**src/rtl/synth_div_pkg.sv**
```systemverilog
package synth_div_pkg;
  typedef enum logic {NDIV2 = 1'b0, NDIV4 = 1'b1} ndiv_e;
endpackage

```
**src/rtl/sdc_ref_prescaler.sv**
```systemverilog
module sdc_ref_prescaler #(
  parameter int DIV = 16
) (
  input  logic clk_i,
  input  logic rst_ni,
  input  logic tick_i,
  output logic pulse_o
);
  localparam int CW = $clog2(DIV);
  logic [CW-1:0] cnt_q;
  logic          term;

  assign term = (cnt_q == CW'(DIV - 1));

  always_ff @(posedge clk_i or negedge rst_ni) begin
    if (!rst_ni) begin
      cnt_q   <= '0;
      pulse_o <= 1'b0;
    end else begin
      pulse_o <= tick_i && term;
      if (tick_i) cnt_q <= term ? '0 : cnt_q + 1'b1;
    end
  end

  a_r1_single_pulse: assert property (@(posedge clk_i) disable iff (!rst_ni)
    pulse_o |=> !pulse_o);
  a_r1_pulse_needs_tick: assert property (@(posedge clk_i) disable iff (!rst_ni)
    pulse_o |-> $past(tick_i));
endmodule

```
**src/rtl/sdc_fb_divider.sv**
```systemverilog
module sdc_fb_divider #(
  parameter int M_W   = 9,
  parameter int M_RST = 200
) (
  input  logic           clk_i,
  input  logic           rst_ni,
  input  logic           tick_i,
  input  logic [M_W-1:0] m_i,
  output logic           pulse_o,
  output logic [M_W-1:0] m_act_o
);
  localparam int CW = M_W + 1;
  logic [CW-1:0] cnt_q;
  logic [CW:0]   lim, nxt;
  logic          term;

  assign lim  = {1'b0, m_act_o, 1'b0};
  assign nxt  = {1'b0, cnt_q} + 1'b1;
  assign term = (nxt >= lim);

  always_ff @(posedge clk_i or negedge rst_ni) begin
    if (!rst_ni) begin
      cnt_q   <= '0;
      pulse_o <= 1'b0;
      m_act_o <= M_W'(M_RST);
    end else begin
      pulse_o <= tick_i && term;
      if (tick_i) begin
        if (term) begin
          cnt_q   <= '0;
          m_act_o <= m_i;  // reload only at period boundary
        end else begin
          cnt_q <= nxt[CW-1:0];
        end
      end
    end
  end

  a_r3_m_held_mid_period: assert property (@(posedge clk_i) disable iff (!rst_ni)
    !pulse_o |-> $stable(m_act_o));
  a_r2_pulse_needs_tick: assert property (@(posedge clk_i) disable iff (!rst_ni)
    pulse_o |-> $past(tick_i));
endmodule

```
**src/rtl/sdc_range_chk.sv**
```systemverilog
module sdc_range_chk #(
  parameter int M_W   = 9,
  parameter int M_MIN = 125,
  parameter int M_MAX = 350
) (
  input  logic [M_W-1:0] m_i,
  output logic           err_o
);
  assign err_o = (m_i < M_W'(M_MIN)) || (m_i > M_W'(M_MAX));
endmodule

```
**src/rtl/sdc_out_divider.sv**
```systemverilog
module sdc_out_divider
  import synth_div_pkg::*;
(
  input  logic  clk_i,
  input  logic  rst_ni,
  input  logic  tick_i,
  input  ndiv_e n_sel_i,
  output logic  out_o
);
  ndiv_e n_act_q;
  logic  cnt_q;
  logic  half_end;

  assign half_end = (n_act_q == NDIV4) ? cnt_q : 1'b1;

  always_ff @(posedge clk_i or negedge rst_ni) begin
    if (!rst_ni) begin
      cnt_q   <= 1'b0;
      out_o   <= 1'b0;
      n_act_q <= NDIV2;
    end else if (tick_i) begin
      if (half_end) begin
        cnt_q <= 1'b0;
        out_o <= !out_o;
        if (out_o) n_act_q <= n_sel_i;  // end of full period
      end else begin
        cnt_q <= 1'b1;
      end
    end
  end

  a_r5_toggle_needs_tick: assert property (@(posedge clk_i) disable iff (!rst_ni)
    !$stable(out_o) |-> $past(tick_i));
  a_r7_n_change_on_fall: assert property (@(posedge clk_i) disable iff (!rst_ni)
    !$stable(n_act_q) |-> $fell(out_o));
endmodule

```
**src/rtl/synth_div_chain.sv**
```systemverilog
module synth_div_chain
  import synth_div_pkg::*;
#(
  parameter int REF_DIV = 16,
  parameter int M_W     = 9,
  parameter int M_MIN   = 125,
  parameter int M_MAX   = 350,
  parameter int M_RST   = 200
) (
  input  logic           clk_i,
  input  logic           rst_ni,
  input  logic           ref_tick_i,
  input  logic           vco_tick_i,
  input  logic [M_W-1:0] m_i,
  input  logic           n_sel_i,
  input  logic           par_mode_i,
  output logic           ref_pulse_o,
  output logic           fb_pulse_o,
  output logic           out_clk_o,
  output logic           m_range_err_o
);
  logic [M_W-1:0] m_act;
  ndiv_e          n_code;

  assign n_code = par_mode_i ? NDIV2 : ndiv_e'(n_sel_i);

  sdc_ref_prescaler #(.DIV(REF_DIV)) u_ref (
    .clk_i(clk_i), .rst_ni(rst_ni), .tick_i(ref_tick_i), .pulse_o(ref_pulse_o)
  );

  sdc_fb_divider #(.M_W(M_W), .M_RST(M_RST)) u_fb (
    .clk_i(clk_i), .rst_ni(rst_ni), .tick_i(vco_tick_i), .m_i(m_i),
    .pulse_o(fb_pulse_o), .m_act_o(m_act)
  );

  sdc_range_chk #(.M_W(M_W), .M_MIN(M_MIN), .M_MAX(M_MAX)) u_rng (
    .m_i(m_act), .err_o(m_range_err_o)
  );

  sdc_out_divider u_out (
    .clk_i(clk_i), .rst_ni(rst_ni), .tick_i(vco_tick_i), .n_sel_i(n_code),
    .out_o(out_clk_o)
  );

  a_r4_flag_moves_on_load: assert property (@(posedge clk_i) disable iff (!rst_ni)
    !$stable(m_range_err_o) |-> fb_pulse_o);
endmodule

```
**config.mk**
```make
export PLATFORM = sky130hd
export DESIGN_NAME = synth_div_chain
export DESIGN_NICKNAME = d
export VERILOG_FILES = /design/src/rtl/synth_div_pkg.sv /design/src/rtl/sdc_ref_prescaler.sv /design/src/rtl/sdc_fb_divider.sv /design/src/rtl/sdc_range_chk.sv /design/src/rtl/sdc_out_divider.sv /design/src/rtl/synth_div_chain.sv
export SDC_FILE = /design/constraint.sdc
export NUM_CORES = 1
export LEC_CHECK = 0
export BUFFER_PORTS_ARGS = -buffer_cell sky130_fd_sc_hd__buf_4
export CORE_AREA = 5 5 62 64
export DETAILED_ROUTE_END_ITERATION = 10
export DIE_AREA = 0 0 67 69
export PLACE_DENSITY_LB_ADDON = 0.2
export SYNTH_ARGS = -nofsm -noshare
export SYNTH_HDL_FRONTEND = slang
export SYNTH_HIERARCHICAL = 1
export SYNTH_SLANG_ARGS = --single-unit
```
**constraint.sdc**
```tcl
create_clock -name clk_i -period 2.6 [get_ports clk_i]
set_input_delay 0.52 -clock clk_i [delete_from_list [all_inputs] [get_ports clk_i]]
set_output_delay 0.52 -clock clk_i [all_outputs]
set_load 0.01 [all_outputs]
```
# Word-level counts from Yosys, hierarchy flattened
# Index checks and enable logic that the tools add are counted.
[totals] reg_bits=28 in_bits=15
[classes] add_sub_neg=2 magnitude_cmp=3 n_eq_ne=1 n_mux=5 reduce_logical=7
[op_table] cell="$add 10x1->11 const B" count=1
[op_table] cell="$ge 11x10->1" count=1
[op_table] cell="$mux 10" count=1
[op_table] cell="$gt 9x9->1 const B" count=1
[op_table] cell="$lt 9x7->1 const B" count=1
[op_table] cell="$add 4x1->4 const B" count=1
[op_table] cell="$eq 4x4->1 const B" count=1
[op_table] cell="$mux 4" count=1
[op_table] cell="$reduce_and 2->1" count=2
[op_table] cell="$mux 1" count=3
[op_table] cell="$reduce_and 3->1" count=1
[op_table] cell="$logic_and 1x1->1" count=2
[op_table] cell="$logic_not 1->1" count=1
[op_table] cell="$logic_or 1x1->1" count=1

# Logic depth before layout (Yosys ltp)
# Gate-level depths: netlist of the first run.
[logic_depth] ltp_word=3 mapped_depth=10

# Cells and area by module
# The synthesis of the first run kept the hierarchy.
[by_module_without_submodules] mod="sdc_fb_divider" instances=1 cells_per_inst=119 area_each_um2=1196.1 seq_area_each_um2=504.2
[by_module_without_submodules] mod="sdc_ref_prescaler" instances=1 cells_per_inst=17 area_each_um2=219.0 seq_area_each_um2=125.1
[by_module_without_submodules] mod="sdc_out_divider" instances=1 cells_per_inst=10 area_each_um2=123.9 seq_area_each_um2=75.1
[by_module_without_submodules] mod="sdc_range_chk" instances=1 cells_per_inst=8 area_each_um2=46.3 seq_area_each_um2=0.0
[by_module_without_submodules] mod="synth_div_chain" instances=1 cells_per_inst=1 area_each_um2=13.8 seq_area_each_um2=0.0

# Worst setup path after synthesis of the first run
# Ideal clock, no wire load.
[synth_timing] kind="flip-flop to flip-flop" startpoint="register u_fb.cnt_q[0]" endpoint="register u_fb.m_act_o[0]" t_arrival_ns=2.477 t_required_ns=2.475 path_slack_ns=-0.002 stages_incl_launch_ff=11 cell_sequence="dfrtp_1 ha_1 and4_1 nand2_1 xnor2_1 ha_1 a21o_1 a21oi_1 nand2_1 o21ai_4 mux2_2"
[synth_between] elab_chain_cells=3
[synth_lines] item="start: declaration" line_no="sdc_fb_divider.sv:13" source="logic [CW-1:0] cnt_q;"
[synth_lines] item="start signal: assignment" line_no="sdc_fb_divider.sv:33" source="cnt_q <= nxt[CW-1:0];"
[synth_lines] item="$add 10x1->11" line_no="sdc_fb_divider.sv:18" source="assign nxt = {1'b0, cnt_q} + 1'b1;"
[synth_lines] item="$ge 11x10->1" line_no="sdc_fb_divider.sv:19" source="assign term = (nxt >= lim);"
[synth_lines] item="$reduce_and 2->1 (no source line)"
[synth_lines] item="end signal: assignment" line_no="sdc_fb_divider.sv:25" source="m_act_o <= M_W'(M_RST);"
[synth_lines] item="end signal: assignment" line_no="sdc_fb_divider.sv:31" source="m_act_o <= m_i;"
[synth_lines] item="end: declaration" line_no="sdc_fb_divider.sv:10" source="output logic [M_W-1:0] m_act_o"
# Every way passes these cells.
# A chain may end at the register's enable or synchronous reset.

# Final worst setup path of the first run
[layout_timing] startpoint="register u_fb.cnt_q[4]" endpoint="register u_fb.m_act_o[1]"
# The elaborated chain is that of the path after synthesis.

==> run summary, run 1 <==
Netlist cell types -> 39
Clock slew at reported path FFs -> 0.16 ns
Hold Violations, Final -> 0
GP Congestion -> 0.8402
Final Cycle Share -> 0.9667
GR Util All Layers -> 0.1610
H-tree depth -> 1
CTS Buffer Depth -> 2
Drt total wl -> 3421 microns
Core area -> 0.003232 sq mm
Seq pwr share -> 0.399
Critical path capture point type -> flip-flop
Post-synthesis instance area -> 0.001599 sq mm
Tot Pwr -> 2.010 mW
First-pass DRT Iterations -> 4
Die footprint -> 0.004623 sq mm
Seq/Total Area, Yosys -> 0.4405
Synth-to-layout area growth -> 23.16%
Worst EP required -> 2.85 ns
Initial DRC Count -> 53
CP top delay family -> simple AND/OR/NAND/NOR gates
First-pass GRT wire length -> 5789 microns
Final ANT Viol Nets -> 0
CP max FO -> 10
Final setup fails -> 0
# diodes -> 0
Worst slew margin -> 0.7608
Vias in the first global route -> 1299
RSZ-0062 raised after global routing -> yes
Syn_nets -> 181
Clk sinks -> 28
Post-synth EDFFs -> 0
Share of cells above drive strength 1 -> 0.3511
Row Count -> 21
Routed WL per cell -> 14.62 microns
P_int -> 1.226 mW
Worst Hold Class -> input port to asynchronous set/reset pin
Drt drc -> 0
Sw Pwr -> 785.0 uW
Clock share of power -> 0.110
Arr. time, crit path -> 2.76 ns
YS warnings -> 6
Async set-reset flop share out of synthesis -> 1.000
Post-synth top area cell -> dfrtp_1
Gr ovfl total -> 0
Fin Setup TNS -> 0 ns
I/O Buffers -> 18
Largest net degree at the start of global routing -> 29
Vias -> 1245
Initial core utilization -> 0.4948
Fin. max-slew vios -> 0
Top cells by area, synth -> dfrtp_1, ha_1, mux2_2
Root buffer cell -> clkbuf_4
Fin nets -> 215
Die X -> 67 microns
Max capacitance violation total -> 0
Synth Flop Type -> dfrtp_1
Share of the synthesized area in the top cell type -> 0.3912
Peak Freq -> 397.9 MHz
Die H -> 69 microns
Pwr/cell area -> 1021 mW/mm^2
Via-to-Cell Ratio -> 5.321
CP Cell Sequence -> and3_1 > nand3_2 > nor3b_2 > xor2_1 > ha_1 > nand3_1 > a21oi_1 > o21a_2 > o21ai_4 > buf_12 > mux2_2
Leakage -> 0.9686 nW
Num ports -> 19
Tmin final -> 2.513 ns
CTS tree -> done
Num CTS Buffers -> 3
Fill cells -> 288
Logic gate share of total power -> 0.491
Synthesized flop and latch total -> 28
Worst Path Buf+Inv -> 1
Worst clock skew -> 0.008793 ns
Sw frac -> 0.3904
Worst-case vdd ir drop -> 473.2 uV
Slowest stage cell, crit path -> dfrtp_1
Critical path class -> flip-flop to flip-flop
Initial antenna violation count -> 0
Post-Synthesis Mean Instance Area -> 10.32 sq um
DPL Wire Length -> 2530 microns
Worst-margin pin slew -> 0.3588 ns
Status -> complete, no violations
Cells after Synth -> 155
Startpoint Class -> flip-flop
Crit path largest cell delay -> 0.42 ns
Worst skew pair latency -> 0.34 ns
[layout by cell type, fill, tap and decap left out, types with 2 or more instances in the layout]
master / n
xnor2_2: 2
nand2_2: 2
nand2_1: 12
nand2b_1: 3
nand3_2: 2
buf_4: 30
xor2_1: 4
nand4_1: 2
a41oi_1: 2
nand3_1: 6
ha_1: 10
clkbuf_4: 3
a31o_2: 2
a21oi_1: 2
nor2b_1: 2
a32o_1: 2
dfstp_2: 3
o21ai_1: 2
o21ai_0: 5
nor2_1: 4
inv_1: 20
and3_1: 3
o22ai_1: 5
xnor2_1: 4
dfrtp_1: 25
mux2_2: 10
a21o_1: 2
[final timing paths]
check                                   start              end  slack, ns  depth (start not counted)
worst max-delay path            u_fb/cnt_q[4]  u_fb/m_act_o[1]       0.09                         11
worst min-delay path                   rst_ni   u_ref/cnt_q[0]       0.06                          1
worst max register to register  u_fb/cnt_q[4]  u_fb/m_act_o[1]       0.09                         11
worst min register to register    u_out/out_o      u_out/out_o       0.54                          1
max in group asynchronous              rst_ni  u_fb/m_act_o[3]       2.23                          1
min in group clk_i                     m_i[5]  u_fb/m_act_o[5]       0.40                          2
[registers in the layout, indices dropped and copies added (netlist names)]
name / cells
u_fb/cnt_q: 10
u_fb/m_act_o: 9
u_fb/pulse_o: 1
u_out/cnt_q: 1
u_out/n_act_q: 1
u_out/out_o: 1
u_ref/cnt_q: 4
u_ref/pulse_o: 1
[synthesized netlist by cell type (2+ instances only)]
cell type / count
a21o_1: 2
a21oi_1: 3
a31o_2: 2
a32o_1: 2
a41oi_1: 2
and3_1: 3
and4_1: 2
dfrtp_1: 25
dfstp_2: 3
ha_1: 11
inv_1: 20
mux2_2: 10
nand2_1: 14
nand2b_1: 3
nand3_1: 7
nand4_1: 2
nor2_1: 4
nor2b_1: 2
o21ai_0: 6
o22ai_1: 5
xnor2_1: 6
xor2_1: 4
[metrics by stage]
stage / instances / util / area (sq um) / hold WS, ns / setup slack, ns
floorplan: 155 / - / 1605 / 0.2244 / 0.03490
global placement: 227 / 0.5768 / 1864 / 0.4497 / 0.07417
detailed placement: 227 / 0.5768 / 1864 / 0.4621 / -0.05108
CTS: 232 / 0.5943 / 1921 / 0.07190 / 0.009578
global route: 234 / 0.6094 / 1969 / 0.07410 / -0.003876
finish: 234 / 0.6094 / 1969 / 0.06342 / 0.08659
[area by class of cell]
type	count	area (sq um)	share of cell area
multi-input cells	105	850.8	0.4320
flip-flops and latches	28	704.4	0.3577
repair buffers	31	245.2	0.1245
inverters	20	75.07	0.03812
well taps	46	57.56	0.02922
clock buffers	4	36.28	0.01842
[power by group through the flow]
stage	Combinational, mW	Sequential, mW	Clock (mW)
2_1_floorplan	0.615	0.783	0
3_3_place_gp	0.868	0.796	0
3_5_place_dp	0.926	0.807	0
4_1_cts	0.952	0.797	0.225
5_1_grt	1.10	0.830	0.244
6_report	0.987	0.803	0.221
[layer usage]
metal	track usage	vias to the layer above	routed length [microns]
met5	0	-	0
met4	0.06757	0	63
met3	0.02435	5	88
met2	0.2751	20	1846
met1	0.1963	608	1422
li1	-	612	-
[worst reg2reg max path, delay by kind of cell (launching register included)]
kind            cells  cell delay, ns
flops               1            0.42
compound gates      3            0.39
xor+xnor            1            0.22
fa+ha+maj           1            0.29
mux                 1            0.34
buf+inv             1            0.14
simple gates        4            0.63
[repair_timing]
item | 4_1_cts | 5_1_grt
endpoints found under the setup margin | 9 | 19
gates resized for setup | 0 | 9
hold buffers | 0 | 0
buffers inserted | 1 | 2
pin swaps | 1 | 8
[logic make-up after synthesis]
family	count (synthesis)	share of synthesized area
flip-flops	28	0.4405
AND/OR/NAND/NOR	41	0.1393
buffers and inverters	22	0.05242
adder cells (fa/ha/maj)	11	0.08607
AO/OA/AOI/OAI	33	0.1565
multiplexers	10	0.07042
XOR/XNOR	10	0.05477
No activity file was read; power rests on OpenSTA's default activity.
==> inputs of run 2 (changes only) <==
--- a/config.mk
+++ b/config.mk
@@ -11,4 +11,5 @@
 export DIE_AREA = 0 0 67 69
 export PLACE_DENSITY_LB_ADDON = 0.2
+export SLEW_MARGIN = 20
 export SYNTH_ARGS = -nofsm -noshare
 export SYNTH_HDL_FRONTEND = slang
==> constraint.sdc (replaced) <==
create_clock -name clk_i -period 2.6 [get_ports clk_i]
set_input_delay 0.26 -clock clk_i [delete_from_list [all_inputs] [get_ports clk_i]]
set_output_delay 0.26 -clock clk_i [all_outputs]
set_load 0.01 [all_outputs]
==> run 2 against run 1 <==
  * Critical path depth down 1
  * Non-clock buffer count up 1
  * Largest power group unchanged
  * Sequential share of layout area down 0.18 points
  * Clock power about the same
  * First-iteration DRC count up 13%
  * Largest cell class unchanged
  * Critical path type unchanged
  * Clock skew down 0.0015 ns
  * Combinational power about the same
==> run summary, run 2 (same netlist as run 1, synthesis figures left out) <==
Status -> complete, no violations
Arr. time, crit path -> 2.77 ns
Worst slew margin -> 0.7600
R2R depth -> 10
Gr ovfl total -> 0
FF/Latch Area -> 704.4 sq um
Fin Setup TNS -> 0 ns
Via-to-Cell Ratio -> 5.272
Vias -> 1239
First-pass DRT Iterations -> 4
Critical path capture point type -> flip-flop
Clk sinks -> 28
Initial DRC Count -> 60
GR Util All Layers -> 0.1610
Final Cycle Share -> 0.9702
Peak Freq -> 396.4 MHz
DPL Wire Length -> 2530 microns
GP Congestion -> 0.8402
Most common cell after layout, fill and taps aside -> buf_4
Logic gate share of total power -> 0.491
Sw Pwr -> 786.7 uW
Biggest regs -> u_fb/cnt_q: 10 flops, u_fb/m_act_o: 9 flops, u_ref/cnt_q: 4 flops
Register with the most flip-flops -> u_fb/cnt_q
Drt drc -> 0
Fin nets -> 216
Most frequent cells in the layout -> buf_4, dfrtp_1, inv_1
First-pass GRT wire length -> 5796 microns
Largest net degree at the start of global routing -> 29
Pwr/cell area -> 1017 mW/mm^2
Vias in the first global route -> 1302
Critical path class -> flip-flop to flip-flop
Fin. max-slew vios -> 0
Final ANT Viol Nets -> 0
CP max FO -> 10
Die X -> 67 microns
Layout Cell Area excl Fill -> 0.001979 sq mm
Tot Pwr -> 2.014 mW
Max capacitance violation total -> 0
Tmin final -> 2.523 ns
Fin cells -> 235
Seq pwr share -> 0.399
Clock slew at reported path FFs -> 0.16 ns
Row Count -> 21
Worst EP required -> 2.84 ns
Core area -> 0.003232 sq mm
Final setup fails -> 0
Worst clock skew -> 0.007252 ns
Sw frac -> 0.3907
Max reg flops -> 10
Worst hold path stage count -> 2
Root buffer cell -> clkbuf_4
Initial core utilization -> 0.4948
# diodes -> 0
RSZ-0062 raised after global routing -> yes
Startpoint Class -> flip-flop
I/O Buffers -> 18
Placed instance area -> 0.001864 sq mm
Initial antenna violation count -> 0
H-tree depth -> 1
Worst skew pair latency -> 0.34 ns
CTS tree -> done
Clock share of power -> 0.109
Die footprint -> 0.004623 sq mm
Num ports -> 19
Num CTS Buffers -> 3
Synth-to-layout area growth -> 23.79%
Hold Violations, Final -> 0
CTS Buffer Depth -> 2
Multi-input gate area -> 850.8 sq um
Share of cells above drive strength 1 -> 0.3492
Placed cell count -> 227
Worst-margin pin slew -> 0.3600 ns
Fill cells -> 290
Die H -> 69 microns
Leakage -> 0.9727 nW
Routed WL per cell -> 14.63 microns
Worst Hold Class -> input port to flip-flop
Drt total wl -> 3437 microns
P_int -> 1.227 mW
Worst-case vdd ir drop -> 472.9 uV
## run 2: layer usage
| layer | global-route usage | routed length (microns) | vias up |
|---|---|---|---|
| met2 | 0.2751 | 1843 | 18 |
| met5 | 0 | 0 | - |
| met4 | 0.06757 | 63 | 0 |
| met1 | 0.1963 | 1444 | 602 |
| met3 | 0.02435 | 85 | 5 |
| li1 | - | - | 614 |
## run 2: critical path: stages (launching register included)
cell	delay [ns]
dfrtp_1	0.39
ha_2	0.20
nand3_1	0.09
xnor2_1	0.25
ha_1	0.31
a211oi_2	0.22
nand2_1	0.09
o21a_2	0.23
o21ai_4	0.17
buf_12	0.14
mux2_2	0.34
## run 2: timing repair
action | 4_1_cts | 5_1_grt
hold endpoints to repair | 25 | 0
pin swaps | 1 | 8
hold buffers | 1 | 0
setup buffers | 1 | 2
gates resized for setup | 0 | 9
setup endpoints to repair | 9 | 19
## run 2: worst paths after layout
kind	start	slack, ns	endpoint
max reg2reg	u_fb/cnt_q[1]	0.08	u_fb/m_act_o[0]
min reg2reg	u_out/out_o	0.54	u_out/out_o
max	u_fb/cnt_q[1]	0.08	u_fb/m_act_o[0]
min in group asynchronous	rst_ni	0.35	u_ref/cnt_q[0]
max in group asynchronous	rst_ni	1.94	u_fb/m_act_o[3]
min	m_i[5]	0.14	u_fb/m_act_o[5]
## run 2: through the flow
step / worst slack, ns / util / hold slack (ns)
6_report: 0.07737 / 0.6125 / 0.1389
5_1_grt: -0.003876 / 0.6125 / 0.1203
4_1_cts: 0.009578 / 0.5974 / 0.1301
3_5_place_dp: -0.05108 / 0.5768 / 0.2021
3_3_place_gp: 0.07417 / 0.5768 / 0.1897
2_1_floorplan: 0.03490 / - / -0.03559
## run 2: final cells by class
| class | count | area share |
|---|---|---|
| multi-input combinational | 105 | 0.4298 |
| sequential | 28 | 0.3559 |
| timing repair buffer | 32 | 0.1290 |
| inverter | 20 | 0.03793 |
| tap | 46 | 0.02908 |
| clock buffer | 4 | 0.01833 |
## run 2: power by group through the flow
| stage | Combinational [mW] | Clock (mW) | Sequential (mW) |
|---|---|---|---|
| after floorplan | 0.615 | 0 | 0.783 |
| after global placement | 0.868 | 0 | 0.796 |
| after detailed placement | 0.926 | 0 | 0.807 |
| after CTS | 0.953 | 0.225 | 0.797 |
| after global routing | 1.10 | 0.244 | 0.830 |
| final | 0.990 | 0.220 | 0.804 |
==> inputs of run 3 (changes only) <==
- CTS_CLUSTER_DIAMETER: default -> 120
- SETUP_SLACK_MARGIN: default -> 0.1
- TNS_END_PERCENT: default -> 100
==> run 3 against run 2 <==
  * The run now ends with setup timing left
  * Largest cell class unchanged
  * Final area increased by 12%
  * Setup slack lost 0.13 ns
  * Via count grew 10%
  * Critical path depth grew 1
  * Combinational power grew 27%
  * Critical endpoint is now u_fb/m_act_o[2]
  * Hold slack improved by 0.0051 ns
  * Global-route usage increased by 0.92 points
  * Clock-buffer cell count decreased by 1
  * Non-clock buffer count grew 12
==> run summary, run 3 (same netlist as run 1, synthesis figures left out) <==
Routed WL per cell -> 15.83 microns
Worst skew pair latency -> 0.33 ns
Vias -> 1367
First-pass DRT Iterations -> 4
Met2 usage -> 0.2806
Most frequent cells in the layout -> buf_4, dfrtp_1, inv_1
Status -> finished with violations
Global route hottest layer -> met2
Slowest stage cell, crit path -> dfrtp_1
Worst Path Buf+Inv -> 1
Pwr/cell area -> 1060 mW/mm^2
Fin cells -> 247
GR Util All Layers -> 0.1702
Max reg flops -> 10
Failing checks -> setup timing
Worst clock skew -> 0.01445 ns
Startpoint Class -> flip-flop
Critical path capture point type -> flip-flop
CP max FO -> 5
CTS Buffer Depth -> 2
Fin. max-slew vios -> 0
Largest net degree at the start of global routing -> 29
Num ports -> 19
Drt total wl -> 3909 microns
Worst slew margin -> 0.7701
CTS tree -> done
Peak Freq -> 376.6 MHz
Max capacitance violation total -> 0
Fin Setup TNS -> -0.2971 ns
CP top delay family -> simple AND/OR/NAND/NOR gates
Tmin final -> 2.655 ns
Row Count -> 21
Share of cells above drive strength 1 -> 0.4179
Final ANT Viol Nets -> 0
Hold Violations, Final -> 0
Worst-case vdd ir drop -> 489.3 uV
Drt drc -> 0
Die X -> 67 microns
Core area -> 0.003232 sq mm
Root buffer cell -> clkbuf_4
Num CTS Buffers -> 3
GP Congestion -> 0.8968
Clock slew at reported path FFs -> 0.16 ns
Register with the most flip-flops -> u_fb/cnt_q
Hold WS -> 0.1440 ns
Via-to-Cell Ratio -> 5.534
Leakage -> 1.136 nW
Arr. time, crit path -> 2.89 ns
Worst EP required -> 2.84 ns
CP Cell Sequence -> and3_1 > nand3_4 > nor3b_4 > xor2_1 > ha_1 > nand3_1 > a21oi_1 > o21a_1 > o21ai_4 > clkbuf_16 > mux2_4
Clk sinks -> 28
Die H -> 69 microns
Initial DRC Count -> 106
Synth-to-layout area growth -> 38.81%
Worst Hold Class -> input port to flip-flop
Biggest regs -> u_fb/cnt_q: 10 flops, u_fb/m_act_o: 9 flops, u_ref/cnt_q: 4 flops
Setup ws final -> -0.05514 ns
Met1 usage -> 0.2074
RSZ-0062 raised after global routing -> yes
Fin nets -> 228
Routing usage on met3 -> 0.03896
Final setup fails -> 9
Worst-margin pin slew -> 0.3413 ns
Gr ovfl total -> 0
Most common cell after layout, fill and taps aside -> buf_4
Initial antenna violation count -> 0
Critical path class -> flip-flop to flip-flop
Initial core utilization -> 0.4948
First-pass GRT wire length -> 6196 microns
# diodes -> 0
Vias in the first global route -> 1430
DPL Wire Length -> 2515 microns
H-tree depth -> 1
I/O Buffers -> 18
Final Cycle Share -> 1.021
Placed cell count -> 225
Crit path largest cell delay -> 0.43 ns
Die footprint -> 0.004623 sq mm
## run 3: path summary, 6_finish.rpt
path	from	endpoint	slack, ns	cells past startpoint
hold / removal	m_i[8]	u_fb/m_act_o[8]	0.14	2
hold reg to reg	u_out/out_o	u_out/out_o	0.54	1
min in group asynchronous	rst_ni	u_fb/m_act_o[1]	0.35	2
max in group asynchronous	rst_ni	u_fb/m_act_o[6]	1.95	2
setup reg to reg	u_fb/cnt_q[2]	u_fb/m_act_o[2]	-0.06	11
setup / recovery	u_fb/cnt_q[2]	u_fb/m_act_o[2]	-0.06	11
## run 3: worst register-to-register path, cell delays in order, from the launching register on
cell and delay [ns]:
dfrtp_1 0.43, and3_1 0.23, nand3_4 0.12, nor3b_4 0.22, xor2_1 0.12, ha_1 0.33
nand3_1 0.10, a21oi_1 0.23, o21a_1 0.25, o21ai_4 0.09, clkbuf_16 0.18, mux2_4 0.29
## run 3: what timing repair did
action,CTS,global route
buffers inserted,9,7
endpoints found under the hold margin,25,0
pin swaps,3,12
setup endpoints to repair,9,19
cloned,0,1
resized for setup,4,24
hold buffers,1,0
## run 3: metrics by stage
| step | setup slack, ns | util | power, mW | cell area (sq um) |
|---|---|---|---|---|
| 4_1_cts | 0.09960 | 0.6272 | 2.120 | 2027 |
| 2_1_floorplan | 0.09089 | - | 1.414 | 1618 |
| 6_report | -0.05514 | 0.6868 | 2.353 | 2220 |
| 5_1_grt | -0.1664 | 0.6868 | 2.528 | 2220 |
| 3_5_place_dp | -0.08088 | 0.5761 | 1.727 | 1862 |
| 3_3_place_gp | 0.05656 | 0.5761 | 1.661 | 1862 |
## run 3: where the power goes
group,switching (mW),leakage (nW),internal (mW)
Combinational,0.572,0.759,0.685
Clock,0.129,0.0279,0.156
Sequential,0.183,0.349,0.629
Total,0.883,1.14,1.47
## run 3: metal layers
metal / part of all wire / routed length (microns)
met5: 0 / 0
met4: 0.014 / 53
met3: 0.037 / 143
met2: 0.55 / 2136
met1: 0.40 / 1576
## run 3: layout make-up
class	count	area (sq um)
multi-input combinational	105	967.2
fill	241	1012
sequential	28	704.4
timing repair buffer	44	362.8
tap	46	57.56
clock buffer	3	22.52
inverter	20	75.07
clock inverter	1	30.03
